### config.mk
export PLATFORM = sky130hd
export DESIGN_NAME = picPair
export DESIGN_NICKNAME = d
export VERILOG_FILES = /design/src/rtl/picPkg.sv /design/src/rtl/picCore.sv /design/src/rtl/picDatapath.sv /design/src/rtl/picControl.sv /design/src/rtl/picPair.sv
export SDC_FILE = /design/constraint.sdc
export NUM_CORES = 1
export LEC_CHECK = 0
export BUFFER_PORTS_ARGS = -buffer_cell sky130_fd_sc_hd__buf_2
export CORE_MARGIN = 5
export CORE_UTILIZATION = 45
export CTS_BUF_LIST = sky130_fd_sc_hd__clkbuf_4
export DETAILED_ROUTE_END_ITERATION = 7
export GPL_ROUTABILITY_DRIVEN = 0
export PLACE_DENSITY = 0.71
export SYNTH_ARGS = -nofsm -noshare
export SYNTH_HDL_FRONTEND = slang
export SYNTH_HIERARCHICAL = 1
export SYNTH_SLANG_ARGS = --single-unit
### constraint.sdc
create_clock -name clk -period 4.4 [get_ports clk]
set_input_delay 0.44 -clock clk [delete_from_list [all_inputs] [get_ports clk]]
set_output_delay 0.44 -clock clk [all_outputs]
set_load 0.005 [all_outputs]
### src/rtl/picPkg.sv
package picPkg;
  localparam int LINES        = 8;
  localparam int LW           = $clog2(LINES);
  localparam int DATA_W       = LINES;
  localparam int ADDR_W       = 16;
  localparam int LEN_W        = 3;
  localparam int NUM_CORES    = 2;
  localparam int CASCADE_LINE = 2;
  localparam int SPUR_LINE    = LINES - 1;
  localparam logic [ADDR_W-1:0] CORE_ADDR   = 16'h0020;
  localparam logic [ADDR_W-1:0] CORE_IGNORE = 16'h0081;
  localparam logic [ADDR_W-1:0] TRIG_ADDR   = 16'h04D0;
  localparam logic [DATA_W-1:0] M_TRIG_MASK = 8'hF8;
  localparam logic [DATA_W-1:0] S_TRIG_MASK = 8'hDE;

  typedef enum logic [2:0] {
    TGT_NONE, TGT_MASTER, TGT_SLAVE, TGT_TRIG_M, TGT_TRIG_S
  } tgtE;

  typedef struct packed {
    tgtE               tgt;
    logic              oddPort;
    logic              wrEn;
    logic              rdEn;
    logic [DATA_W-1:0] wrData;
    logic              ackM;
    logic              ackS;
  } strobeT;

  typedef struct packed {
    logic              mWin;
    logic [LW-1:0]     mLine;
    logic              sWin;
    logic [LW-1:0]     sLine;
    logic [DATA_W-1:0] mBase;
    logic [DATA_W-1:0] sBase;
  } statusT;

  function automatic logic [LW-1:0] lowestSet(input logic [LINES-1:0] v);
    logic [LW-1:0] idx;
    idx = '0;
    for (int i = LINES - 1; i >= 0; i--) begin
      if (v[i]) idx = LW'(i);
    end
    return idx;
  endfunction
endpackage

### src/rtl/picCore.sv
module picCore
  import picPkg::*;
#(
  parameter bit                IS_MASTER = 1'b1,
  parameter logic [DATA_W-1:0] TRIG_MASK = M_TRIG_MASK
) (
  input  logic              clk,
  input  logic              rstN,
  input  logic [LINES-1:0]  lineIn,
  input  logic              cascadeIn,
  input  logic              cmdWr,
  input  logic              dataWr,
  input  logic              trigWr,
  input  logic [DATA_W-1:0] wrData,
  input  logic              ack,
  output logic              win,
  output logic [LW-1:0]     winLine,
  output logic [DATA_W-1:0] base,
  output logic [DATA_W-1:0] cmdRd,
  output logic [DATA_W-1:0] dataRd,
  output logic [DATA_W-1:0] trigRd
);
  typedef enum logic [1:0] {INIT_IDLE, INIT_BASE, INIT_W3, INIT_W4} initStE;

  localparam logic [LINES-1:0]  CAS_BIT   = LINES'(1) << CASCADE_LINE;
  localparam logic [DATA_W-1:0] BASE_MASK = ~DATA_W'(LINES - 1);

  logic [LINES-1:0]  irrQ, isrQ, imrQ, trigQ, lastQ;
  logic [LINES-1:0]  irrD, isrD, lineEff, reqV, isrEff;
  logic [DATA_W-1:0] baseQ;
  initStE            stQ;
  logic              need4Q, sfnmQ, aeoiQ, rselQ;
  logic              isInit, isSel, isOp, eoiNs, eoiSp, ackHit;
  logic [LW-1:0]     reqIdx, isrIdx;

  assign lineEff = IS_MASTER ? (lineIn & ~CAS_BIT) : lineIn;

  // command word classification
  assign isInit = cmdWr && wrData[4];
  assign isSel  = cmdWr && !wrData[4] && wrData[3];
  assign isOp   = cmdWr && !wrData[4] && !wrData[3];
  assign eoiNs  = isOp && (wrData[7:5] == 3'b001);
  assign eoiSp  = isOp && (wrData[7:5] == 3'b011);

  // priority resolver
  always_comb begin
    reqV   = irrQ & ~imrQ;
    isrEff = (IS_MASTER && sfnmQ) ? (isrQ & ~CAS_BIT) : isrQ;
    reqIdx = lowestSet(reqV);
    isrIdx = lowestSet(isrEff);
    win    = (|reqV) && (!(|isrEff) || (reqIdx < isrIdx));
  end
  assign winLine = reqIdx;
  assign ackHit  = ack && win;

  always_comb begin
    irrD = irrQ;
    for (int b = 0; b < LINES; b++) begin
      if (trigQ[b])                     irrD[b] = lineEff[b];
      else if (lineEff[b] && !lastQ[b]) irrD[b] = 1'b1;
    end
    if (cascadeIn) irrD[CASCADE_LINE] = 1'b1;
    if (ackHit && !trigQ[winLine]) irrD[winLine] = 1'b0;
    if (isInit) irrD = '0;
  end

  always_comb begin
    isrD = isrQ;
    if (eoiNs && (|isrQ)) isrD[lowestSet(isrQ)] = 1'b0;
    if (eoiSp) isrD[wrData[LW-1:0]] = 1'b0;
    if (ackHit && !aeoiQ) isrD[winLine] = 1'b1;
    if (isInit) isrD = '0;
  end

  always_ff @(posedge clk or negedge rstN) begin
    if (!rstN) begin
      irrQ   <= '0;
      isrQ   <= '0;
      imrQ   <= '0;
      trigQ  <= '0;
      lastQ  <= '0;
      baseQ  <= '0;
      stQ    <= INIT_IDLE;
      need4Q <= 1'b0;
      sfnmQ  <= 1'b0;
      aeoiQ  <= 1'b0;
      rselQ  <= 1'b0;
    end else begin
      irrQ  <= irrD;
      isrQ  <= isrD;
      lastQ <= isInit ? '0 : lineEff;
      if (trigWr) trigQ <= wrData & TRIG_MASK;
      if (isInit) begin
        imrQ   <= '0;
        baseQ  <= '0;
        need4Q <= wrData[0];
        sfnmQ  <= 1'b0;
        aeoiQ  <= 1'b0;
        rselQ  <= 1'b0;
        stQ    <= INIT_BASE;
      end else begin
        if (isSel && wrData[1]) rselQ <= wrData[0];
        if (dataWr) begin
          case (stQ)
            INIT_IDLE: imrQ <= wrData;
            INIT_BASE: begin
              baseQ <= wrData & BASE_MASK;
              stQ   <= INIT_W3;
            end
            INIT_W3:   stQ <= need4Q ? INIT_W4 : INIT_IDLE;
            INIT_W4: begin
              sfnmQ <= wrData[4];
              aeoiQ <= wrData[1];
              stQ   <= INIT_IDLE;
            end
            default:   stQ <= INIT_IDLE;
          endcase
        end
      end
    end
  end

  assign base   = baseQ;
  assign cmdRd  = rselQ ? isrQ : irrQ;
  assign dataRd = imrQ;
  assign trigRd = trigQ;

  // a winner is always an unmasked pending request
  p_win_pending_r6: assert property (@(posedge clk) disable iff (!rstN)
    win |-> (irrQ[winLine] && !imrQ[winLine]));

  // level-sensed request bits mirror the previous cycle's input
  p_level_follow_r5: assert property (@(posedge clk) disable iff (!rstN)
    !cmdWr |=> (((irrQ ^ $past(lineEff)) & $past(trigQ)) == '0));

  // an acknowledged winner becomes in service
  p_ack_inservice_r9: assert property (@(posedge clk) disable iff (!rstN)
    (ackHit && !aeoiQ && !cmdWr) |=> isrQ[$past(winLine)]);

  // auto-EOI acknowledge leaves in-service state alone
  p_auto_eoi_r14: assert property (@(posedge clk) disable iff (!rstN)
    (ackHit && aeoiQ && !cmdWr) |=> (isrQ == $past(isrQ)));

  // cascade request lands on line 2
  p_cascade_set_r8: assert property (@(posedge clk) disable iff (!rstN)
    (cascadeIn && !ackHit && !cmdWr) |=> irrQ[CASCADE_LINE]);
endmodule

### src/rtl/picDatapath.sv
module picDatapath
  import picPkg::*;
(
  input  logic                  clk,
  input  logic                  rstN,
  input  logic [2*LINES-1:0]    irqLines,
  input  strobeT                strobe,
  output logic [DATA_W-1:0]     rdData,
  output statusT                st
);
  logic [NUM_CORES-1:0]             winV, casV;
  logic [NUM_CORES-1:0][LW-1:0]     lineV;
  logic [NUM_CORES-1:0][DATA_W-1:0] baseV, cmdRdV, dataRdV, trigRdV;

  for (genvar c = 0; c < NUM_CORES; c++) begin : g_core
    localparam bit  MASTER = (c == 0);
    localparam tgtE CORE_T = MASTER ? TGT_MASTER : TGT_SLAVE;
    localparam tgtE TRIG_T = MASTER ? TGT_TRIG_M : TGT_TRIG_S;
    logic cmdWr, dataWr, trigWr, ackIn;

    assign cmdWr  = strobe.wrEn && (strobe.tgt == CORE_T) && !strobe.oddPort;
    assign dataWr = strobe.wrEn && (strobe.tgt == CORE_T) && strobe.oddPort;
    assign trigWr = strobe.wrEn && (strobe.tgt == TRIG_T);
    assign ackIn  = MASTER ? strobe.ackM : strobe.ackS;
    assign casV[c] = MASTER ? winV[NUM_CORES-1] : 1'b0;

    picCore #(
      .IS_MASTER(MASTER),
      .TRIG_MASK(MASTER ? M_TRIG_MASK : S_TRIG_MASK)
    ) i_core (
      .clk      (clk),
      .rstN     (rstN),
      .lineIn   (irqLines[c*LINES +: LINES]),
      .cascadeIn(casV[c]),
      .cmdWr    (cmdWr),
      .dataWr   (dataWr),
      .trigWr   (trigWr),
      .wrData   (strobe.wrData),
      .ack      (ackIn),
      .win      (winV[c]),
      .winLine  (lineV[c]),
      .base     (baseV[c]),
      .cmdRd    (cmdRdV[c]),
      .dataRd   (dataRdV[c]),
      .trigRd   (trigRdV[c])
    );
  end

  always_comb begin
    rdData = '0;
    if (strobe.rdEn) begin
      case (strobe.tgt)
        TGT_MASTER: rdData = strobe.oddPort ? dataRdV[0] : cmdRdV[0];
        TGT_SLAVE:  rdData = strobe.oddPort ? dataRdV[1] : cmdRdV[1];
        TGT_TRIG_M: rdData = trigRdV[0];
        TGT_TRIG_S: rdData = trigRdV[1];
        default:    rdData = '0;
      endcase
    end
  end

  assign st.mWin  = winV[0];
  assign st.mLine = lineV[0];
  assign st.sWin  = winV[1];
  assign st.sLine = lineV[1];
  assign st.mBase = baseV[0];
  assign st.sBase = baseV[1];

  // an access of the wrong size produces no read data
  p_no_read_r4: assert property (@(posedge clk) disable iff (!rstN)
    (strobe.tgt == TGT_NONE) |-> (rdData == '0));
endmodule

### src/rtl/picControl.sv
module picControl
  import picPkg::*;
(
  input  logic              clk,
  input  logic              rstN,
  input  logic [ADDR_W-1:0] busAddr,
  input  logic [LEN_W-1:0]  busBytes,
  input  logic              busWr,
  input  logic              busRd,
  input  logic [DATA_W-1:0] busWrData,
  input  logic              ackReq,
  input  statusT            st,
  output strobeT            strobe,
  output logic              ackValid,
  output logic [DATA_W-1:0] ackVector
);
  localparam logic [DATA_W-1:0] SPUR = DATA_W'(SPUR_LINE);

  logic              byteOk, corePort, trigPort;
  logic [DATA_W-1:0] vecD;

  assign byteOk   = (busBytes == LEN_W'(1));
  assign corePort = ((busAddr & ~CORE_IGNORE) == CORE_ADDR);
  assign trigPort = ((busAddr & ~ADDR_W'(1)) == TRIG_ADDR);

  always_comb begin
    strobe.tgt = TGT_NONE;
    if (byteOk && corePort)      strobe.tgt = busAddr[7] ? TGT_SLAVE : TGT_MASTER;
    else if (byteOk && trigPort) strobe.tgt = busAddr[0] ? TGT_TRIG_S : TGT_TRIG_M;
    strobe.oddPort = busAddr[0];
    strobe.wrEn    = busWr;
    strobe.rdEn    = busRd;
    strobe.wrData  = busWrData;
    strobe.ackM    = ackReq;
    strobe.ackS    = ackReq && st.mWin && (st.mLine == LW'(CASCADE_LINE)) && st.sWin;
  end

  // vector resolution through the cascade
  always_comb begin
    vecD = st.mBase | SPUR;
    if (st.mWin) begin
      if (st.mLine == LW'(CASCADE_LINE))
        vecD = st.sWin ? (st.sBase | DATA_W'(st.sLine)) : (st.sBase | SPUR);
      else
        vecD = st.mBase | DATA_W'(st.mLine);
    end
  end

  always_ff @(posedge clk or negedge rstN) begin
    if (!rstN) begin
      ackValid  <= 1'b0;
      ackVector <= '0;
    end else begin
      ackValid <= ackReq;
      if (ackReq) ackVector <= vecD;
    end
  end

  // response one cycle after request
  p_ack_latency_r9: assert property (@(posedge clk) disable iff (!rstN)
    ackReq |=> ackValid);

  // master spurious vector
  p_spur_master_r12: assert property (@(posedge clk) disable iff (!rstN)
    (ackReq && !st.mWin) |=> (ackVector == ($past(st.mBase) | SPUR)));

  // slave spurious vector
  p_spur_slave_r11: assert property (@(posedge clk) disable iff (!rstN)
    (ackReq && st.mWin && (st.mLine == LW'(CASCADE_LINE)) && !st.sWin)
      |=> (ackVector == ($past(st.sBase) | SPUR)));
endmodule

### src/rtl/picPair.sv
module picPair
  import picPkg::*;
(
  input  logic                 clk,
  input  logic                 rstN,
  input  logic [2*LINES-1:0]   irqLines,
  input  logic [ADDR_W-1:0]    busAddr,
  input  logic [LEN_W-1:0]     busBytes,
  input  logic                 busWr,
  input  logic                 busRd,
  input  logic [DATA_W-1:0]    busWrData,
  output logic [DATA_W-1:0]    busRdData,
  output logic                 cpuIrq,
  input  logic                 ackReq,
  output logic                 ackValid,
  output logic [DATA_W-1:0]    ackVector
);
  strobeT strobe;
  statusT st;

  picControl i_control (
    .clk      (clk),
    .rstN     (rstN),
    .busAddr  (busAddr),
    .busBytes (busBytes),
    .busWr    (busWr),
    .busRd    (busRd),
    .busWrData(busWrData),
    .ackReq   (ackReq),
    .st       (st),
    .strobe   (strobe),
    .ackValid (ackValid),
    .ackVector(ackVector)
  );

  picDatapath i_datapath (
    .clk     (clk),
    .rstN    (rstN),
    .irqLines(irqLines),
    .strobe  (strobe),
    .rdData  (busRdData),
    .st      (st)
  );

  assign cpuIrq = st.mWin;

  // no CPU request while the master is idle
  p_irq_idle_r7: assert property (@(posedge clk) disable iff (!rstN)
    (st.mWin == 1'b0) |-> !cpuIrq);
endmodule

* Yosys cells after proc, flatten, opt, wreduce, memory -nomap -nowiden
Cells that the tools add are included.
Word-level totals: register bits 111, input bits 48, logic and storage cells 323
Cells by class: magnitude comparators 12, eq/ne operators 16, muxes and demuxes 144, bitwise logic cells 19, reductions and logical operators 109
Operators by type and width (number):
- $mux W8 | 34
- $mux W3 | 46
- $and A8 B8 Y8 | 8
- $logic_and A1 B1 Y1 | 56
- $not A8 Y8 | 7
- $mux W1 | 47
- $reduce_or A8 Y1 | 5
- $pmux W8 S4 | 1
- $logic_not A1 Y1 | 24
- $lt A3 B4 Y1 const B | 5
- $reduce_bool A2 Y1 | 10
- $or A8 B3 Y8 | 2
- $or A8 B8 Y8 | 2
- $reduce_and A2 Y1 | 8
- $demux W1 S3 | 5
- $eq A15 B10 Y1 const B | 1
- $ge A3 B1 Y1 const B | 5
- $eq A14 B5 Y1 const B | 1
- $mux W2 | 7
- $eq A3 B2 Y1 const B | 4
- $pmux W2 S3 | 2
- $eq A3 B1 Y1 const B | 3
- $eq A2 B2 Y1 const B | 4
- $reduce_bool A4 Y1 | 2
- other kinds (6) | 11

* Logic depth before layout (Yosys ltp)
word-level depth 24, mapped depth 18, depth with buffers taken out 17

* By module
Netlist, hierarchy kept.
Modules (own cells, without submodules):
- picCore at i_datapath.g_core[0].i_core | instances 1, cells an instance 272, area each 2593.7 um^2, seq. area each 1176.1 um^2
- picCore at i_datapath.g_core[1].i_core | instances 1, cells an instance 275, area each 2593.7 um^2, seq. area each 1201.2 um^2
- picControl | instances 1, cells an instance 74, area each 653.1 um^2, seq. area each 225.2 um^2
- picDatapath | instances 1, cells an instance 60, area each 473.0 um^2, seq. area each 0.0 um^2

* Worst setup path after synthesis
OpenSTA, ideal clock, no wires.
path kind reg-to-reg, from register i_datapath.g_core[0].i_core.isrQ[0], to register i_datapath.g_core[1].i_core.isrQ[4], arrival time 3.377 ns, data required time 4.317 ns, setup slack 0.940 ns, cell stages (with the launch flop) 18, period minus slack after synthesis 3.460 ns, path through dfrtp_1 > buf_2 > nor4_2 > nand2b_1 > ha_1 > a211o_1 > a21oi_1 > nand2_1 > o21ai_0 > o21a_1 > and4bb_1 > buf_6 > nand3_4 > inv_1 > inv_1 > a2111o_1 > a211o_1 > o22ai_1
RTL lines:
- start, declared | RTL line picCore.sv:28 | logic [LINES-1:0] irrQ, isrQ, imrQ, trigQ, lastQ;
- start signal, assigned | RTL line picCore.sv:90 | isrQ <= isrD;
- end signal, assigned | RTL line picCore.sv:90
- end, declared | RTL line picCore.sv:28

==> impl_metrics.env <==
export IMPL_initial_core_util_pct=45.7
export IMPL_r2r_end="i_datapath/g_core[1].i_core/isrEff[1]$_DFF_PN0_"
export IMPL_worst_pin_slew_ps=964
export IMPL_grtUsageTotal_pct=21.3
export IMPL_ios=66
export IMPL_fin_skew_ps=25.7
export IMPL_core_rowCount=43
export IMPL_path_buf_inv=2
export IMPL_p_sw_mw=0.619
export IMPL_pwr_share_clk_pct=27.8
export IMPL_die_height_um=128
export IMPL_synth_seq_area_share_pct=41.2
export IMPL_drtIter0Drc=473
export IMPL_crit_cells=16
export IMPL_cts_inserted_buffers=9
export IMPL_r2r_cells=16
export IMPL_maxCapViolations=0
export IMPL_final_cells=909
export IMPL_dpl_hpwl_um=12500
export IMPL_start_kind="flip-flop"
export IMPL_ys_seq_elements=104
export IMPL_ir_drop_mv=0.128
export IMPL_crit_family="compound AO/OA/AOI/OAI gates"
export IMPL_path_cells="nand2b_1 -> o2111ai_1 -> a21oi_2 -> ha_1 -> a211o_1 -> a21oi_1 -> nand2_1 -> o21ai_0 -> o21a_1 -> and4bb_1 -> nand3_4 -> inv_1 -> inv_1 -> a2111o_1 -> nand3b_1 -> o22ai_1"
export IMPL_finalSetupViolCount=0
export IMPL_fin_tns_setup_ps=0
export IMPL_period_share_pct=93.0
export IMPL_crit_type="reg2reg"
export IMPL_gr_usage_met3_pct=3.74
export IMPL_p_int_mw=1.40
export IMPL_grt_overflow=0
export IMPL_drv_slew=0
export IMPL_yosysTopAreaCell="dfrtp_1"
export IMPL_switching_share_pct=30.7
export IMPL_cts_resized=0
export IMPL_wl_per_cell_um=19.2
export IMPL_cp_startpoint="i_datapath/g_core[0].i_core/dataRd[3]$_DFFE_PN0P_"
export IMPL_pwr_share_comb_pct=19.5
export IMPL_n_fill_cell=1307
export IMPL_grt_pass1_vias=5325
export IMPL_grt_use_met1_pct=29.3
export IMPL_power_density_nw_per_um2=296
export IMPL_crit_top_cell="inv_1"
export IMPL_synth_edf_count=0
export IMPL_first_pass_iters=5
export IMPL_path_max_fanout=7
export IMPL_rr_startpoint="i_datapath/g_core[0].i_core/dataRd[3]$_DFFE_PN0P_"
export IMPL_port_buffers=64
export IMPL_area_growth_pct=8.07
export IMPL_clk_latency_ps=480
export IMPL_antenna_found_initial=1
export IMPL_cp_arrival_ps=4490
export IMPL_synth_main_ff_cell="dfrtp_1"
export IMPL_path_clk_slew_ps=150
export IMPL_p_leak_nw=3.10
export IMPL_cts_htree_levels=3
export IMPL_wl_um=17500
export IMPL_synthArstFlopShare_pct=100
export IMPL_finalHoldViolCount=0
export IMPL_synth_cells=681
export IMPL_place_ws_ps=365
export IMPL_yosysWarnings=6
export IMPL_cts_hold_buf=0
export IMPL_tritoncts="built"
export IMPL_hold_slack_ps=91.6
export IMPL_setup_slack_ps=307
export IMPL_synth_commonest_cells="dfrtp_1 (104), nor2_1 (68), mux2i_1 (47)"
export IMPL_yosysMostFrequentCell="dfrtp_1"
export IMPL_ff2ff_setup_slack_ps=310
export IMPL_fmax_mhz=244
export IMPL_layout_drive_gt1_share_pct=17.6
export IMPL_status="finished, final reports clean"
export IMPL_top_usage_layer="met2"
export IMPL_slowest_delay_ps=430
export IMPL_cts_setup_buffers=0
export IMPL_seq_power_share_pct=52.7
export IMPL_use_met2_pct=33.8
export IMPL_synth_area_top_cells="dfrtp_1 (41%), mux2i_1 (7.5%), nor2_1 (4.0%), o21ai_0 (3.3%), mux2_2 (3.2%)"
export IMPL_drt_antenna_violating_nets=0
export IMPL_hp_class="in2async"
export IMPL_synth_area_per_cell_um2=9.27
export IMPL_netlist_area_um2=6310
export IMPL_relSlewSlack_pct=35.7
export IMPL_fin_nets=775
export IMPL_synth_cell_types=73
export IMPL_die_w_um=128
export IMPL_core_area_um2=13800
export IMPL_post_place_cells=892
export IMPL_via_per_inst=5.98
export IMPL_grt_pass1_wl_um=27800
export IMPL_rsz0062_at_grt="no"
export IMPL_critPathCaptureType="flip-flop"
export IMPL_grt_max_degree=75
export IMPL_required_ps=4790
export IMPL_clk_path_buf_depth=2
export IMPL_vias=5434
export IMPL_clockRootBuffer="clkbuf_4"
export IMPL_dieArea_um2=16500
export IMPL_cts_sinks=104
export IMPL_crit_end="i_datapath/g_core[1].i_core/isrEff[1]$_DFF_PN0_"
export IMPL_drcViolationCount=0
export IMPL_synth_top_area_share_pct=41.2
export IMPL_critPathSlowestCell="dfrtp_1"
export IMPL_min_period_ps=4090
## power by group through the flow
stage                     Sequential [mW]  Clock [mW]  Combinational (mW)
after detailed placement             1.08           0               0.387
after global routing                 1.07       0.611               0.434
final                                1.06       0.561               0.393
after floorplan                      1.04           0               0.294
after CTS                            1.06       0.576               0.389
after global placement               1.08           0               0.373
## metrics by stage
| step | cell area, um^2 | util [%] | total power [mW] |
|---|---|---|---|
| floorplan | 6350 | - | 1.34 |
| global placement | 6650 | 48.1 | 1.45 |
| detailed placement | 6650 | 48.1 | 1.47 |
| CTS | 6810 | 49.3 | 2.03 |
| global route | 6820 | 49.3 | 2.11 |
| finish | 6820 | 49.3 | 2.02 |
## how the worst min path moves through the flow
stage                                                 endpoint  slack, ps  cells past startpoint                                      startpoint
6_report       i_datapath/g_core[1].i_core/isrEff[1]$_DFF_PN0_         90                      1                                            rstN
5_1_grt         i_datapath/g_core[0].i_core/lastQ[5]$_DFF_PN0_        140                      2                                     irqLines[5]
4_1_cts        i_datapath/g_core[1].i_core/isrEff[1]$_DFF_PN0_         90                      1                                            rstN
3_5_place_dp                i_control/ackVector[2]$_DFFE_PN0P_        500                      2              i_control/ackVector[2]$_DFFE_PN0P_
3_3_place_gp    i_datapath/g_core[1].i_core/stQ[0]$_DFFE_PN0P_        500                      1  i_datapath/g_core[1].i_core/need4Q$_DFFE_PN0P_
2_1_floorplan                     i_control/ackValid$_DFF_PN0_        140                      0                                            rstN
## cells by family after synthesis
family / synth area share (%)
fa+ha+maj: 0.793
mux: 10.7
buf+inv: 7.33
flops: 41.2
other cells: 0.178
simple gates: 20.3
compound gates: 19.5
## cell type report
cell class | count | area [um^2] | area share (%)
multi-input cells | 495 | 3290 | 48.2
repair buffers | 74 | 398 | 5.83
diodes | 1 | 2.50 | 0.0367
well taps | 180 | 225 | 3.30
clock inverters | 6 | 83.8 | 1.23
inverters | 39 | 146 | 2.15
clock buffers | 10 | 75.1 | 1.10
flip-flops and latches | 104 | 2600 | 38.1
## sequential cells by signal, summed over array words and instances, names as in the netlist
signal	flops
i_datapath/g_core.i_core/dataRd	16
i_datapath/g_core.i_core/irrQ	16
i_datapath/g_core.i_core/isrQ	8
i_datapath/g_core.i_core/base	10
i_datapath/g_core.i_core/lastQ	15
i_datapath/g_core.i_core/trigRd	11
i_datapath/g_core.i_core/rselQ	2
i_datapath/g_core.i_core/sfnmQ	1
i_datapath/g_core.i_core/need4Q	2
i_datapath/g_core.i_core/isrEff	8
i_control/ackVector	8
i_datapath/g_core.i_core/aeoiQ	2
i_datapath/g_core.i_core/stQ	4
i_control/ackValid	1
## layer usage
layer  routed length (um)  vias up
met5                    0        -
met4                  384        0
met3                 1260       35
met2                 8010      218
met1                 7800     2671
li1                     -     2510
## cell usage in the layout, fill, tap and decap left out, types with 4 or more instances in the layout
cell type    n
a211oi_1     4
a21boi_0     4
a21oi_1     25
a22o_1       8
a31oi_1      8
and2_1      19
buf_2       63
buf_4       11
clkbuf_4    10
conb_1      12
dfrtp_1    104
ha_1         4
inv_1       38
mux2_2      18
mux2i_1     47
nand2_1     37
nand2b_1    16
nand3_1      8
nand3b_1     5
nor2_1      68
nor2b_1     22
nor3_1      14
nor3b_1      6
nor4_1       7
o211ai_1     5
o21a_1      11
o21ai_0     41
o22ai_1     19
o311ai_0     4
o31ai_1      7
o32ai_1      4
or2_2        4
or3b_1       4
or4_1        4
Note: power is estimated with default switching activity, not from simulation.
